$ cat config.mk
export PLATFORM = sky130hd
export DESIGN_NAME = rot_regfile
export DESIGN_NICKNAME = d
export VERILOG_FILES = /design/src/rtl/rrf_pkg.sv /design/src/rtl/rrf_base_ctr.sv /design/src/rtl/rrf_xlate.sv /design/src/rtl/rrf_bank.sv /design/src/rtl/rot_regfile.sv
export SDC_FILE = /design/constraint.sdc
export NUM_CORES = 1
export LEC_CHECK = 0
export BUFFER_PORTS_ARGS = -buffer_cell sky130_fd_sc_hd__buf_2
export CAP_MARGIN = 15
export CORE_MARGIN = 4
export CORE_UTILIZATION = 60
export DETAILED_ROUTE_END_ITERATION = 8
export MAX_ROUTING_LAYER = met4
export PLACE_DENSITY_LB_ADDON = 0.05
export SETUP_SLACK_MARGIN = 0.15
export SLEW_MARGIN = 20
export SYNTH_ARGS = -nofsm -noshare
export SYNTH_HDL_FRONTEND = slang
export SYNTH_SLANG_ARGS = --single-unit
$ cat constraint.sdc
create_clock -name clk -period 6.57 [get_ports clk]
set_input_delay 0.3285 -clock clk [delete_from_list [all_inputs] [get_ports clk]]
set_output_delay 0.3285 -clock clk [all_outputs]
set_load 0.02 [all_outputs]
$ cat src/rtl/rrf_pkg.sv
package rrf_pkg;
  // Region a logical register number falls in
  typedef enum logic [1:0] {
    RGN_FIXED  = 2'd0,
    RGN_ROT    = 2'd1,
    RGN_UNMAP  = 2'd2
  } rrf_region_e;
endpackage

$ cat src/rtl/rrf_base_ctr.sv
module rrf_base_ctr #(
  parameter int ROT_N = 16,
  parameter int BW    = 4
) (
  input  logic          clk,
  input  logic          rst,
  input  logic          clr,
  input  logic          step,
  output logic [BW-1:0] base
);
  localparam logic [BW-1:0] LAST = BW'(ROT_N - 1);

  always_ff @(posedge clk) begin
    if (rst || clr) begin
      base <= '0;
    end else if (step) begin
      base <= (base == LAST) ? '0 : base + 1'b1;
    end
  end
endmodule

$ cat src/rtl/rrf_xlate.sv
module rrf_xlate
  import rrf_pkg::*;
#(
  parameter int FIX_N = 8,
  parameter int ROT_N = 16,
  parameter int LW    = 5,
  parameter int PW    = 5,
  parameter int BW    = 4
) (
  input  logic [LW-1:0] lidx,
  input  logic [BW-1:0] base,
  output logic [PW-1:0] pidx,
  output logic          hit
);
  localparam int SW = ((LW > BW) ? LW : BW) + 1;

  rrf_region_e    rgn;
  logic [SW-1:0]  slot;
  logic [SW-1:0]  wrapped;

  always_comb begin
    if (SW'(lidx) < SW'(FIX_N))              rgn = RGN_FIXED;
    else if (SW'(lidx) < SW'(FIX_N + ROT_N)) rgn = RGN_ROT;
    else                                     rgn = RGN_UNMAP;

    // slot within the rotating window, then (slot - base) mod ROT_N
    slot    = SW'(lidx) - SW'(FIX_N);
    wrapped = slot + SW'(ROT_N) - SW'(base);
    if (wrapped >= SW'(ROT_N)) wrapped = wrapped - SW'(ROT_N);

    unique case (rgn)
      RGN_FIXED: begin pidx = PW'(lidx);                 hit = 1'b1; end
      RGN_ROT:   begin pidx = PW'(FIX_N) + PW'(wrapped); hit = 1'b1; end
      default:   begin pidx = '0;                        hit = 1'b0; end
    endcase
  end
endmodule

$ cat src/rtl/rrf_bank.sv
module rrf_bank #(
  parameter int DEPTH = 24,
  parameter int DW    = 32,
  parameter int PW    = 5
) (
  input  logic          clk,
  input  logic          rst,
  input  logic          we,
  input  logic [PW-1:0] wa,
  input  logic [DW-1:0] wd,
  input  logic          rhit,
  input  logic [PW-1:0] ra,
  output logic [DW-1:0] q
);
  logic [DW-1:0] mem [DEPTH];

  always_ff @(posedge clk) begin
    if (we) mem[wa] <= wd;
  end

  // read-before-write output register
  always_ff @(posedge clk) begin
    if (rst)       q <= '0;
    else if (rhit) q <= mem[ra];
    else           q <= '0;
  end
endmodule

$ cat src/rtl/rot_regfile.sv
module rot_regfile #(
  parameter int FIX_N = 8,
  parameter int ROT_N = 16,
  parameter int DW    = 32,
  parameter int LW    = 5
) (
  input  logic          clk,
  input  logic          rst,
  input  logic          base_clr,
  input  logic          rotate,
  input  logic          wr_en,
  input  logic [LW-1:0] wr_idx,
  input  logic [DW-1:0] wr_data,
  input  logic [LW-1:0] rd_idx_a,
  output logic [DW-1:0] rd_data_a,
  input  logic [LW-1:0] rd_idx_b,
  output logic [DW-1:0] rd_data_b
);
  localparam int DEPTH = FIX_N + ROT_N;
  localparam int PW    = $clog2(DEPTH);
  localparam int BW    = (ROT_N > 1) ? $clog2(ROT_N) : 1;
  localparam int NRD   = 2;

  logic [BW-1:0] rot_base;
  logic [PW-1:0] wr_pidx;
  logic          wr_hit;
  logic [LW-1:0] rd_lidx [NRD];
  logic [PW-1:0] rd_pidx [NRD];
  logic          rd_hit  [NRD];
  logic [DW-1:0] rd_q    [NRD];

  assign rd_lidx[0] = rd_idx_a;
  assign rd_lidx[1] = rd_idx_b;
  assign rd_data_a  = rd_q[0];
  assign rd_data_b  = rd_q[1];

  rrf_base_ctr #(.ROT_N(ROT_N), .BW(BW)) u_base (
    .clk (clk),
    .rst (rst),
    .clr (base_clr),
    .step(rotate),
    .base(rot_base)
  );

  rrf_xlate #(.FIX_N(FIX_N), .ROT_N(ROT_N), .LW(LW), .PW(PW), .BW(BW)) u_wxl (
    .lidx(wr_idx),
    .base(rot_base),
    .pidx(wr_pidx),
    .hit (wr_hit)
  );

  for (genvar p = 0; p < NRD; p++) begin : g_rd
    rrf_xlate #(.FIX_N(FIX_N), .ROT_N(ROT_N), .LW(LW), .PW(PW), .BW(BW)) u_rxl (
      .lidx(rd_lidx[p]),
      .base(rot_base),
      .pidx(rd_pidx[p]),
      .hit (rd_hit[p])
    );

    rrf_bank #(.DEPTH(DEPTH), .DW(DW), .PW(PW)) u_bank (
      .clk (clk),
      .rst (rst),
      .we  (wr_en && wr_hit),
      .wa  (wr_pidx),
      .wd  (wr_data),
      .rhit(rd_hit[p]),
      .ra  (rd_pidx[p]),
      .q   (rd_q[p])
    );
  end
endmodule

==> impl_metrics.py <==
metrics = {
    "detailed_routing": {
        "firstDrtPassIters": 6,
        "drt-vias-per-instance": 7.35,
        "wirelength_mm": 131,
        "wire_per_inst_microns": 31.9,
        "drcViolationCount": 0,
        "postRouteAntennaNets": 0,
        "drt_iter0_markers": 4360,
        "num_vias": 30235,
    },
    "yosys": {
        "ys_ff_latch": 836,
        "yosysUniqueCellTypes": 50,
        "synth_flop_cell": "edfxtp_1",
        "postSynthAreaPerCell_sq_um": 12.6,
        "yosys.area_share.simple_pct": 6.43,
        "synth_top_family_by_area": "compound AO/OA/AOI/OAI gates",
        "synth.net_count": 3278,
        "syn_area_sq_um": 40300,
        "synth-xor-area-share_pct": 0.196,
        "ys_warn_count": 0,
        "synth_compound_area_share_pct": 17.6,
        "ys_seq_area_share_pct": 60.6,
        "synth.area.mux_share_pct": 9.96,
        "synthAdderAreaFrac_pct": 1.11,
        "netlist_instances": 3192,
        "synth_edf_count": 768,
        "synthArstFlopShare_pct": 0,
    },
    "clock_tree": {
        "cts_inserted_buffers": 86,
        "insertion_delay_ns": 0.64,
        "cts_resized": 0,
        "cts.reportedPaths.clkPinSlew_ns": 0.06,
        "cts.path.max_buffers": 3,
        "cts_tree": "done",
        "cts_hold_buf": 1,
        "htree_levels": 3,
        "cts_root_buffer": "clkbuf_16",
        "clkSinkCount": 836,
        "cts_setup_buffers": 0,
    },
    "power_and_ir_drop": {
        "ir_worst_vdd_v": 0.000342,
        "power_leakage_uw": 0.0155,
        "powerDensity_nw_per_um2": 309,
        "finalPower_uw": 13800,
    },
    "timing": {
        "slew_viol_final": 0,
        "setup_viol": 0,
        "worstMarginPinSlew_ns": 1.21,
        "rsz0062_at_grt": "no",
        "fin_worst_skew_ns": 0.0230,
        "finalHoldViolations": 0,
        "slew_headroom_pct": 19.2,
        "tns_ns": 0,
        "hold_ws_ns": 0.0514,
        "clock.fmax_mhz": 224,
        "min_period_ns": 4.47,
        "finalCritPeriodShare_pct": 68.0,
    },
    "setup_path": {
        "end_kind": "flop",
        "crit_fanout": 42,
        "worstPathCellList": "inv_1, ha_1, ha_1, inv_1, fa_1, a2bb2oi_1, or2_4, buf_4, nand2_1, a32o_1, a21oi_1, o221a_2",
        "path_buf_inv": 3,
        "cp_data_arrival_time_ns": 5.05,
        "path_delay_family": "compound AO/OA/AOI/OAI gates",
        "cp_slowest_cell": "or2_4",
        "crit_type": "reg -> reg",
        "critPathMaxStageDelay_ns": 0.76,
        "worstPathRequired_ns": 7.15,
        "startpoint_type": "flop",
    },
    "floorplan": {
        "num_io_pins": 116,
        "die_w_microns": 267,
        "die_area_sq_um": 71400,
        "core_area_sq_um": 66200,
        "num_rows": 94,
        "fp.dieH_microns": 267,
        "start_util_pct": 60.9,
    },
    "global_route": {
        "overflow": 0,
        "grt_max_degree": 159,
        "antenna_found_initial": 0,
        "top_usage_layer": "met2",
        "met1_usage_pct": 48.6,
        "grt_first_pass_wirelength_mm": 191,
        "met3_usage_pct": 7.39,
        "grt_pass1_vias": 29886,
        "grt.total_usage_pct": 37.1,
        "use_met2_pct": 56.5,
    },
    "placed_design": {
        "gp_congestion": 0.926,
        "dp_cells": 3952,
        "port_buffers": 115,
        "dp_hpwl_mm": 73.1,
    },
    "cells_and_area": {
        "finish.utilization_pct": 67.2,
        "layout.cells.non_filler": 4113,
        "drive_above_1_share_pct": 14.6,
        "layout_commonest_cell": "edfxtp_1",
        "nets": 3263,
        "area_growth_pct": 10.5,
        "final_cell_mix": "768 x edfxtp_1, 328 x nor2_1, 271 x nand2_1",
        "fill_cells": 4676,
    },
    "min_path": {
        "min_path_type": "in -> reg",
    },
    "run_status": {
        "status": "complete, no violations",
    },
    "run": {
        "maxCapViolCount": 0,
    },
}
Yosys cell counts (2+ instances only):
cell       number  share of area [%]
xnor2_1         5               0.11
o21a_1          4              0.075
o21ai_1         2              0.025
xor2_1          4              0.087
buf_6          18               0.50
buf_8           5               0.19
dfxtp_1        68                3.4
nand2b_1        4              0.062
ha_1           31               0.96
o22ai_1       128                2.0
nor4_1          8               0.12
o311a_1         2              0.050
o221a_2        17               0.47
mux2i_1       257                6.4
a21o_1          3              0.056
nand2_1       271                2.5
a32o_1         64                1.6
a2bb2oi_1       2              0.043
buf_2         103                1.3
edfxtp_1      768                 57
clkbuf_1      144                1.3
nor2_1        338                3.1
nor2_2          8               0.12
buf_4          17               0.32
buf_1          12               0.11
fa_1            3               0.15
and2b_4         2              0.050
nor3_1         13               0.16
o21ai_0        67               0.83
o31ai_1       257                4.8
inv_1          37               0.34
a22oi_1         6               0.11
o21ai_2         2              0.043
or2_2           5              0.078
o221a_1        47                1.3
a21oi_1       265                3.3
o221ai_1      128                2.8
and2_4          2              0.043
mux4_2         64                3.6
where the power goes:
part	total, uW	internal (uW)	switching [uW]
logic	2600	798	1800
clock network	5140	3060	2070
registers	6020	5950	71.2
total	13800	9810	3950
worst reg2reg max path: cells and delay by family (launching register included):
family / cells / cell delay, ns
fa+ha+maj: 3 / 1.01
buf+inv: 3 / 0.82
simple gates: 2 / 0.90
compound gates: 4 / 1.31
flops: 1 / 0.40
per-layer routing:
layer,wire length [microns],up-vias
met3,15700,479
met5,0,-
li1,-,12565
met4,7280,0
met2,60900,2402
met1,47400,14789
cells by family after synthesis:
| kind of cell | Yosys count |
|---|---|
| buffers and inverters | 337 |
| flip-flops | 836 |
| adder cells (fa/ha/maj) | 34 |
| XOR/XNOR | 9 |
| multiplexers | 321 |
| AND/OR/NAND/NOR | 657 |
| AO/OA/AOI/OAI | 998 |
registers in the layout, summed over array words and instances, names as in the netlist:
name	flops
g_rd.u_bank.mem	768
u_base.base	4
g_rd.u_bank.q	64
through the flow:
| step | instance area, sq um | setup slack [ns] |
|---|---|---|
| after floorplan | 40300 | 0.650 |
| after global placement | 41400 | 2.16 |
| after global routing | 44500 | 1.92 |
| after CTS | 44500 | 2.23 |
| after detailed placement | 41500 | 2.24 |
| final | 44500 | 2.10 |
final timing paths:
kind	depth (start not counted)	slack, ns	end	start
setup / recovery	12	2.10	g_rd[0].u_bank.q[4]	u_base.base[1]
hold / removal	2	0.05	u_base.base[2]	rst
setup reg to reg	12	2.10	g_rd[0].u_bank.q[4]	u_base.base[1]
hold reg to reg	2	0.60	u_base.base[1]	u_base.base[1]
area by class of cell:
| cell class | count | area, sq um | share of cell area (%) |
|---|---|---|---|
| diodes | 1 | 2.50 | 0.00562 |
| clock buffers | 111 | 2400 | 5.39 |
| clock inverters | 48 | 583 | 1.31 |
| inverters | 37 | 139 | 0.312 |
| multi-input cells | 2019 | 14500 | 32.6 |
| flip-flops and latches | 836 | 24400 | 54.9 |
| well taps | 864 | 1080 | 2.43 |
| repair buffers | 197 | 1380 | 3.09 |
Power figures use the tool's default switching activity.
